### config.mk
export PLATFORM = sky130hd
export DESIGN_NAME = wtm_wakeup_timer
export DESIGN_NICKNAME = d
export VERILOG_FILES = /design/src/rtl/wtm_pkg.sv /design/src/rtl/wtm_swrdy_bit.sv /design/src/rtl/wtm_span_ctr.sv /design/src/rtl/wtm_order_delta.sv /design/src/rtl/wtm_wakeup_timer.sv
export SDC_FILE = /design/constraint.sdc
export NUM_CORES = 1
export LEC_CHECK = 0
export CORE_MARGIN = 3
export CORE_UTILIZATION = 51
export DETAILED_ROUTE_END_ITERATION = 10
export GPL_TIMING_DRIVEN = 0
export PLACE_DENSITY = 0.79
export SYNTH_ARGS = -nofsm -noshare
export SYNTH_HDL_FRONTEND = slang
export SYNTH_SLANG_ARGS = --single-unit
### constraint.sdc
create_clock -name clk -period 1.95 [get_ports clk]
set_input_delay 0.195 -clock clk [delete_from_list [all_inputs] [get_ports clk]]
set_output_delay 0.195 -clock clk [all_outputs]
set_load 0.005 [all_outputs]
### src/rtl/wtm_pkg.sv
package wtm_pkg;

  typedef enum logic [1:0] {
    ORD_NONE     = 2'b00,
    ORD_SW_FIRST = 2'b01,
    ORD_XT_FIRST = 2'b10,
    ORD_TIE      = 2'b11
  } order_e;

  // Saturating increment: never passes lim
  function automatic logic [31:0] sat_step(input logic [31:0] v, input logic [31:0] lim);
    return (v >= lim) ? lim : v + 32'd1;
  endfunction

  // Order code from which event was first
  function automatic order_e order_code(input logic sw_first, input logic xt_first);
    order_e r;
    case ({xt_first, sw_first})
      2'b01:   r = ORD_SW_FIRST;
      2'b10:   r = ORD_XT_FIRST;
      2'b11:   r = ORD_TIE;
      default: r = ORD_NONE;
    endcase
    return r;
  endfunction

endpackage

### src/rtl/wtm_swrdy_bit.sv
module wtm_swrdy_bit (
  input  logic clk,
  input  logic rst_n,
  input  logic wr_set,
  output logic bit_q
);
  // Set by the write strobe, dropped by hardware the following cycle
  always_ff @(posedge clk or negedge rst_n) begin
    if (!rst_n) bit_q <= 1'b0;
    else        bit_q <= wr_set;
  end
endmodule

### src/rtl/wtm_span_ctr.sv
module wtm_span_ctr #(
  parameter int W = 8
) (
  input  logic         clk,
  input  logic         rst_n,
  input  logic         clr,
  input  logic         en,
  input  logic         tick,
  input  logic         start_ev,
  input  logic         stop_ev,
  output logic [W-1:0] count,
  output logic         running
);
  import wtm_pkg::*;

  localparam logic [31:0] CMAX = (32'd1 << W) - 32'd1;

  logic         used_q;
  logic         run_q;
  logic [W-1:0] cnt_q;
  logic         take_start;

  assign take_start = start_ev && !used_q;

  always_ff @(posedge clk or negedge rst_n) begin
    if (!rst_n) begin
      used_q <= 1'b0;
      run_q  <= 1'b0;
      cnt_q  <= '0;
    end else if (clr) begin
      used_q <= 1'b0;
      run_q  <= 1'b0;
      cnt_q  <= '0;
    end else if (en) begin
      if (take_start) begin
        used_q <= 1'b1;
        run_q  <= !stop_ev;
      end else if (run_q) begin
        if (stop_ev)   run_q <= 1'b0;
        else if (tick) cnt_q <= W'(sat_step(32'(cnt_q), CMAX));
      end
    end
  end

  assign count   = cnt_q;
  assign running = run_q;
endmodule

### src/rtl/wtm_order_delta.sv
module wtm_order_delta #(
  parameter int W = 12
) (
  input  logic               clk,
  input  logic               rst_n,
  input  logic               clr,
  input  logic               en,
  input  logic               tick,
  input  logic               sw_ev,
  input  logic               xt_ev,
  output logic [W-1:0]       delta,
  output wtm_pkg::order_e    order
);
  import wtm_pkg::*;

  localparam logic [31:0] CMAX = (32'd1 << W) - 32'd1;

  logic         seen_sw_q, seen_xt_q;
  logic         counting_q, first_sw_q;
  logic [W-1:0] delta_q;
  order_e       order_q;
  logic         new_sw, new_xt, none_seen;

  assign new_sw    = sw_ev && !seen_sw_q;
  assign new_xt    = xt_ev && !seen_xt_q;
  assign none_seen = !seen_sw_q && !seen_xt_q;

  always_ff @(posedge clk or negedge rst_n) begin
    if (!rst_n) begin
      seen_sw_q  <= 1'b0;
      seen_xt_q  <= 1'b0;
      counting_q <= 1'b0;
      first_sw_q <= 1'b0;
      delta_q    <= '0;
      order_q    <= ORD_NONE;
    end else if (clr) begin
      seen_sw_q  <= 1'b0;
      seen_xt_q  <= 1'b0;
      counting_q <= 1'b0;
      first_sw_q <= 1'b0;
      delta_q    <= '0;
      order_q    <= ORD_NONE;
    end else if (en) begin
      if (new_sw) seen_sw_q <= 1'b1;
      if (new_xt) seen_xt_q <= 1'b1;
      if (none_seen) begin
        if (new_sw && new_xt) begin
          order_q <= order_code(1'b1, 1'b1);
        end else if (new_sw || new_xt) begin
          counting_q <= 1'b1;
          first_sw_q <= new_sw;
        end
      end else if (counting_q) begin
        if (new_sw || new_xt) begin
          counting_q <= 1'b0;
          order_q    <= order_code(first_sw_q, !first_sw_q);
        end else if (tick) begin
          delta_q <= W'(sat_step(32'(delta_q), CMAX));
        end
      end
    end
  end

  assign delta = delta_q;
  assign order = order_q;
endmodule

### src/rtl/wtm_wakeup_timer.sv
module wtm_wakeup_timer #(
  parameter int SPAN_W  = 8,
  parameter int DELTA_W = 12
) (
  input  logic               clk,
  input  logic               rst_n,
  input  logic               meas_en,
  input  logic               standby_exit,
  input  logic               us_tick,
  input  logic               fclk_run,
  input  logic               xtal_auto_en,
  input  logic               xtal_ready,
  input  logic               cpu_start,
  input  logic               swrdy_wr,
  output logic               swrdy,
  output logic [SPAN_W-1:0]  dig_wake_us,
  output logic [SPAN_W-1:0]  xtal_en_us,
  output logic [DELTA_W-1:0] delta_us,
  output logic [1:0]         order_flag
);
  import wtm_pkg::*;

  localparam int NSPAN = 2;   // 0: digital wakeup, 1: crystal enable

  logic armed_q;
  logic sess_clr;
  logic start_ev;
  logic sw_ev, xt_ev;
  logic [NSPAN-1:0]  stop_vec;
  logic [NSPAN-1:0]  span_run;
  logic [SPAN_W-1:0] span_cnt [NSPAN];
  order_e            ord;

  assign sess_clr = standby_exit && meas_en;

  always_ff @(posedge clk or negedge rst_n) begin
    if (!rst_n)        armed_q <= 1'b0;
    else if (sess_clr) armed_q <= 1'b1;
  end

  wtm_swrdy_bit u_swrdy (
    .clk    (clk),
    .rst_n  (rst_n),
    .wr_set (swrdy_wr),
    .bit_q  (swrdy)
  );

  assign start_ev    = fclk_run && armed_q;
  assign stop_vec[0] = cpu_start && armed_q;
  assign stop_vec[1] = xtal_auto_en && armed_q;
  assign sw_ev       = swrdy && armed_q;
  assign xt_ev       = xtal_ready && armed_q;

  for (genvar g = 0; g < NSPAN; g++) begin : g_span
    wtm_span_ctr #(.W(SPAN_W)) u_span (
      .clk      (clk),
      .rst_n    (rst_n),
      .clr      (sess_clr),
      .en       (meas_en),
      .tick     (us_tick),
      .start_ev (start_ev),
      .stop_ev  (stop_vec[g]),
      .count    (span_cnt[g]),
      .running  (span_run[g])
    );
  end

  wtm_order_delta #(.W(DELTA_W)) u_delta (
    .clk   (clk),
    .rst_n (rst_n),
    .clr   (sess_clr),
    .en    (meas_en),
    .tick  (us_tick),
    .sw_ev (sw_ev),
    .xt_ev (xt_ev),
    .delta (delta_us),
    .order (ord)
  );

  assign dig_wake_us = span_cnt[0];
  assign xtal_en_us  = span_cnt[1];
  assign order_flag  = ord;
endmodule

==> Yosys cells after proc, flatten, opt, wreduce, memory -nomap -nowiden <==
Index checks and enable logic that the tools add are counted.
{ "word_totals": {"ff_bits": 40, "latchBits": 0, "ram_bits": 0, "rom_bits": 0, "input_bits": 10, "output_inout_bits": 31, "elab_cells": 138, "mem_count": 0} }
{ "op_classes": {"n_addsub": 3, "multipliers": 0, "div": 0, "magnitude_cmp": 3, "eq_ne": 13, "shift": 0, "n_mux": 62, "bitwise": 0, "reduce_logical": 43} }
{ "op_table": {"columns": ["op", "n"], "rows": [
  ["$mux 8", 14],
  ["$mux 12", 7],
  ["$mux 1", 34],
  ["$reduce_bool 2->1", 11],
  ["$add 8x1->8 const B", 2],
  ["$ge 8x8->1 const B", 2],
  ["$reduce_and 5->1", 3],
  ["$add 12x1->12 const B", 1],
  ["$ge 12x12->1 const B", 1],
  ["$logic_and 1x1->1", 12],
  ["$mux 2", 6],
  ["$ne 2x2->1 const B", 5],
  ["$ne 3x3->1 const B", 3],
  ["$reduce_and 2->1", 4],
  ["$reduce_and 4->1", 2],
  ["$logic_not 1->1", 7],
  ["$pmux 2 s3", 1],
  ["$reduce_bool 3->1", 2],
  ["$eq 2x2->1 const B", 2],
  ["$ne 2x1->1 const B", 2],
  ["$reduce_and 3->1", 1],
  ["$eq 2x1->1 const B", 1],
  ["$logic_or 1x1->1", 1]
]} }

==> Logic depth before layout (Yosys ltp) <==
{ "logic_depth": {"depth_word": 8, "mapped_depth": 7, "depth_no_buf": 6} }

==> Cells and area by module <==
A second synthesis with hierarchy kept.
{ "unflattened": {"cells_unflattened": 216, "area_unflattened_um2": 2218.4} }
{ "modules_own_cells": {"columns": ["mod", "instances", "cells_each", "area_per_inst_um2", "seq_area_each_um2"], "rows": [
  ["wtm_order_delta", 1, 104, 1013.5, 450.4],
  ["wtm_span_ctr at g_span[0].u_span", 1, 54, 575.6, 250.2],
  ["wtm_span_ctr at g_span[1].u_span", 1, 49, 533.0, 250.2],
  ["wtm_wakeup_timer", 1, 8, 71.3, 25.0],
  ["wtm_swrdy_bit", 1, 1, 25.0, 25.0]
]} }

==> Least setup slack after synthesis <==
Ideal clock, no wire load.
{ "synth_timing": {"path_type": "reg2reg", "startpoint": "register u_delta.delta_q[0], in the netlist u_delta.delta[0]", "endpoint": "register u_delta.delta_q[0], in the netlist u_delta.delta[0]", "setup_time_ns": 0.074, "arrival_time_ns": 1.650, "required_ns": 1.876, "path_slack_ns": 0.226, "path_stages_with_launch": 7, "path_buffers": 0, "period_less_slack_ns": 1.724, "cell_sequence": "dfrtp_1 ha_1 nand3_1 nor3_2 nand3_1 a21o_2 o21ai_2"} }
{ "synth_via": {"elab_chain_cells": 8, "word_cells_on_any_way": 9, "cone_classes": "add/sub: 1; order compare: 1; mux: 7"} }
{ "synth_rtl": {"columns": ["element", "line", "text"], "rows": [
  ["from (decl)", "wtm_order_delta.sv:20", "logic [W-1:0] delta_q;"],
  ["from (signal assigned)", "wtm_order_delta.sv:58", "delta_q <= W'(sat_step(32'(delta_q), CMAX));"],
  ["$add 12x1->12 / $ge 12x12->1 (equally long branches)", "wtm_pkg.sv:12", "return (v >= lim) ? lim : v + 32'd1;"],
  ["$mux 12 *", "wtm_pkg.sv:12", null],
  ["$mux 12 *", "wtm_order_delta.sv:57", "end else if (tick) begin"],
  ["$mux 12 *", "wtm_order_delta.sv:54", "if (new_sw || new_xt) begin"],
  ["$mux 12 *", "wtm_order_delta.sv:53", "end else if (counting_q) begin"],
  ["$mux 12 *", "wtm_order_delta.sv:46", "if (none_seen) begin"],
  ["$mux 12 *", "wtm_order_delta.sv:43", "end else if (en) begin"],
  ["$mux 12 *", "wtm_order_delta.sv:36", "end else if (clr) begin"]
]} }
Mark *: on every way between the ends. The rest lies on a longest branch, timed or not. The select of a mux whose other input is x is not followed.
A chain may end at the register's enable or synchronous reset.

==> Final worst setup path <==
{ "layout_timing": {"startpoint": "register u_swrdy.bit_q", "endpoint": "register u_delta.delta_q[3], in the netlist u_delta.delta[3]"} }
{ "layout_via": {"elab_chain_cells": 5} }
{ "layout_rtl": {"columns": ["element", "line", "text"], "rows": [
  ["from (decl)", "wtm_swrdy_bit.sv:5", "output logic bit_q"],
  ["from (signal assigned)", "wtm_swrdy_bit.sv:10", "else bit_q <= wr_set;"],
  ["$logic_and 1x1->1", "wtm_wakeup_timer.sv:51", "assign sw_ev = swrdy && armed_q;"],
  ["$logic_and 1x1->1", "wtm_order_delta.sv:24", "assign new_sw = sw_ev && !seen_sw_q;"],
  ["$logic_or 1x1->1", "wtm_order_delta.sv:54", null],
  ["$ne 2x2->1 (no source line)", null, null],
  ["$reduce_and 5->1 (no source line)", null, null]
]} }
No other way between the ends.

==> impl_summary.md <==
Status
The flow ran to the end, and the final reports show no timing, DRC or antenna violations.

Routing
The number of design-rule violations left by the first detailed-router iteration is ~140. Once detail routing completed, the nets flagged for antenna violations numbered 0. The number of detailed-routing iterations run before antenna repair is 4. In the routed design, unresolved DRC markers number 0. The overall routed net length is 4.96 mm. The count of vias placed by the detailed router is 1949.

After detailed routing, the average wire length per cell comes to 15.2 µm. Dividing the detail-routed via count by the number of cells gives between 5 and 6.

Critical path
The category of the critical setup timing path is flip-flop to flip-flop. STA puts the critical path data required time at 2190 ps. The peak fanout along the critical path is 9. The sort of element at the start of the critical path is a flip-flop. The worst setup path is captured at a flip-flop. The data arrival at the endpoint of the critical path is slightly above 2000 ps.

Power
The leakage power summed over all cells is 1.24 nW. The worst supply voltage drop on vdd is 0.650 mV. In this run the power density over the cells is 667 nW/µm².

Clock tree
The longest clock path from root to sink contains 2 buffers. The CTS tree is built. The tree built by TritonCTS fans out to 40 sinks. The clock tree root driver cell is sky130_fd_sc_hd__clkbuf_8.

The deepest level of the CTS H-tree is 2. The insertion delay of the later-clocked pin in the worst-skew pair is 290 ps. The clock transition at the registers of the reported paths is 80 ps. The total CTS buffers is 5.

Placement
The HPWL after detailed placement is 3.49 mm. The global placement routability congestion is about 0.90. In this run the tool buffered the top-level ports with 39 buffer cells. The setup slack after placement is -184 ps.

Floorplan
For this configuration, the core starts out at a cell density of 0.553. The initialized floorplan defines 22 standard-cell rows. In this run the standard cell core region covers between 3000 and 4000 µm². The number of top-level pins is 41. The floorplan die width is 70.6 µm.

The overall die height is 70.6 µm. The die covers 4990 µm².

Yosys
Of the synthesized area, sequential elements account for 0.470. The number of unique standard cell types used by synthesis is 46. The number of synthesized flops with an enable pin is 0. The synthesized area is 2130 µm². The most used flip-flop cell after synthesis is sky130_fd_sc_hd__dfrtp_1. The number of nets in the synthesized netlist is 241. The cell count after synthesis came out at 228. During synthesis, Yosys emitted a total of 0 warnings.

The average instance area after synthesis is 9.34 µm². Counting flops and latches in the post-synthesis netlist gives 40. The post-synthesis async set-or-reset flop share is 1.00.

STA
The ratio of final minimum period to clock period is 0.932. The max-slew violation count is 0. Setup violations remaining at the end of the flow were counted as 0.

The slew of the pin with the lowest slew margin is ~660 ps. Derived from the worst setup path, the maximum achievable clock frequency is 0.550 GHz. The clock period minus worst slack is ~1800 ps. In this run the tightest slew margin relative to its limit is 0.560.

The number of failing hold endpoints at the final stage is 0. The setup slack of the critical path after layout is 132 ps. The clock arrives with 8.68 ps of skew. Setup repair after global routing left no endpoint under its margin. Setup total negative slack on the finished layout was measured at 0 ps.

Cells and area
The library cell used most frequently in the layout, excluding fill and tap cells, is sky130_fd_sc_hd__dfrtp_1. The number of diodes is 0. The layout-stage area growth over the synthesis result is 30.4%. The layout cell share with drive strength beyond 1 is 0.111. The top cell types in the final layout, fill and taps aside, are sky130_fd_sc_hd__dfrtp_1, sky130_fd_sc_hd__clkdlybuf4s50_1, sky130_fd_sc_hd__nand2_1, sky130_fd_sc_hd__nor2_1, sky130_fd_sc_hd__a21oi_1. The final standard cell utilization of the core is 0.720. At the end of the flow, the number of nets in the layout was around 290.

Global routing
The wire length of the first global-routing pass is 8.22 mm. In the global route stage, overall resource usage came out at 0.203. The maximum number of pins on one net before global-route repair is 29.

The initial antenna violation count came to 0. The overall overflow remaining after global route is 0. The number of global-route vias before repair is 1759.

Hold path
The worst hold path class is input pin to flip-flop.

Flow run
The count of max-cap constraint violations is 0.
[power by group]
| part | internal [mW] | switching (mW) | leakage, nW | total [mW] |
|---|---|---|---|---|
| Combinational | 0.105 | 0.112 | 0.634 | 0.217 |
| Sequential | 0.866 | 0.0276 | 0.538 | 0.894 |
| Clock | 0.452 | 0.291 | 0.0645 | 0.742 |
[flip-flops by register name (all words and copies together), names as in the netlist]
register               cells
u_delta.seen_xt_q          1
g_span.u_span.used_q       2
u_delta.counting_q         1
u_delta.delta             12
u_delta.order              2
g_span.u_span.count       16
u_swrdy.bit_q              1
armed_q                    1
u_delta.first_sw_q         1
g_span.u_span.running      2
u_delta.seen_sw_q          1
[cells by family (layout without fill, tap and decap cells)]
kind of cell	Yosys count	count (layout)	synth area share
DFF	40	40	0.470
and+or+nand+nor	86	86	0.217
adders and majority gates	3	3	0.0176
muxes	6	6	0.0288
AOI/OAI and AO/OA	71	71	0.216
buffers and inverters	21	72	0.0464
xor gates and xnor gates	1	1	0.00411
[worst paths after layout]
path,startpoint,slack [ps],end,cells after the start
setup / recovery,u_swrdy.bit_q$_DFF_PN0_,130,u_delta.delta[3]$_DFFE_PN0P_,6
hold / removal,standby_exit,180,u_delta.counting_q$_DFFE_PN0P_,2
setup reg to reg,u_swrdy.bit_q$_DFF_PN0_,130,u_delta.delta[3]$_DFFE_PN0P_,6
hold reg to reg,g_span[1].u_span.used_q$_DFFE_PN0P_,490,g_span[1].u_span.used_q$_DFFE_PN0P_,2
max in group asynchronous,rst_n,1170,g_span[1].u_span.count[7]$_DFFE_PN0P_,3
min in group asynchronous,rst_n,330,u_delta.first_sw_q$_DFFE_PN0P_,2
[worst max-delay path, stage by stage (launching register included)]
cell and delay, ps:
sky130_fd_sc_hd__dfrtp_1 430, sky130_fd_sc_hd__nor2b_2 200, sky130_fd_sc_hd__o21a_1 230, sky130_fd_sc_hd__or4_4 480, sky130_fd_sc_hd__buf_6 150, sky130_fd_sc_hd__o21ai_1 130
sky130_fd_sc_hd__a22o_1 140
[metal layers]
layer / global-route usage / wire [µm] / up-vias / part of all wire
li1: - / - / 948 / -
met1: 0.280 / 2310 / 935 / 0.47
met2: 0.319 / 2340 / 60 / 0.47
met3: 0.0455 / 253 / 6 / 0.051
met4: 0.0710 / 55 / 0 / 0.011
met5: 0 / 0 / - / 0
[final cells by class]
cell class,count,area (µm²)
multi-input cells,167,1060
repair buffers,43,430
fillers,312,1080
clock buffers,7,96.3
inverters,11,41.3
clock inverters,1,30.0
well taps,48,60.1
plain buffers,10,60.1
flip-flops and latches,40,1000
[Yosys cell counts (2+ instances only)]
cell type                  count  share of area
sky130_fd_sc_hd__nor3_1        4         0.0094
sky130_fd_sc_hd__mux2i_1       5          0.024
sky130_fd_sc_hd__buf_4         2         0.0070
sky130_fd_sc_hd__nand3_1      13          0.031
sky130_fd_sc_hd__a211oi_1      3          0.011
sky130_fd_sc_hd__a22o_1        8          0.033
sky130_fd_sc_hd__and3b_1       2         0.0082
sky130_fd_sc_hd__nand2b_1      3         0.0088
sky130_fd_sc_hd__clkbuf_1      3         0.0053
sky130_fd_sc_hd__and4_1        2         0.0082
sky130_fd_sc_hd__dfrtp_1      40           0.47
sky130_fd_sc_hd__nor2_1       17          0.030
sky130_fd_sc_hd__a311oi_1      2         0.0082
sky130_fd_sc_hd__inv_1        11          0.019
sky130_fd_sc_hd__o21ai_2       2         0.0082
sky130_fd_sc_hd__o31ai_1       7          0.025
sky130_fd_sc_hd__o21ai_1       6          0.014
sky130_fd_sc_hd__a21oi_1      17          0.040
sky130_fd_sc_hd__and3_1        7          0.021
sky130_fd_sc_hd__a31oi_1       7          0.021
sky130_fd_sc_hd__o22ai_1       2         0.0059
sky130_fd_sc_hd__o21ai_0      11          0.026
sky130_fd_sc_hd__buf_2         3         0.0070
sky130_fd_sc_hd__and2_1        3         0.0088
sky130_fd_sc_hd__nand2_1      17          0.030
sky130_fd_sc_hd__nand4_1       9          0.026
sky130_fd_sc_hd__ha_1          3          0.018
[what timing repair did]
item,in CTS,in global routing
gates resized for setup,2,4
hold buffers,1,0
hold endpoints to repair,12,0
pin swaps,0,1
setup buffers,0,2
endpoints found under the setup margin,9,15
[metrics by stage]
stage,cells,instance area [µm²],hold slack (ps),total power [mW]
6_report,327,2780,184,1.85
4_1_cts,325,2740,163,1.86
3_3_place_gp,315,2580,465,1.11
2_1_floorplan,228,2130,-101,1.02
3_5_place_dp,316,2590,107,1.12
5_1_grt,327,2780,169,1.93
Power figures use the tool's default switching activity.
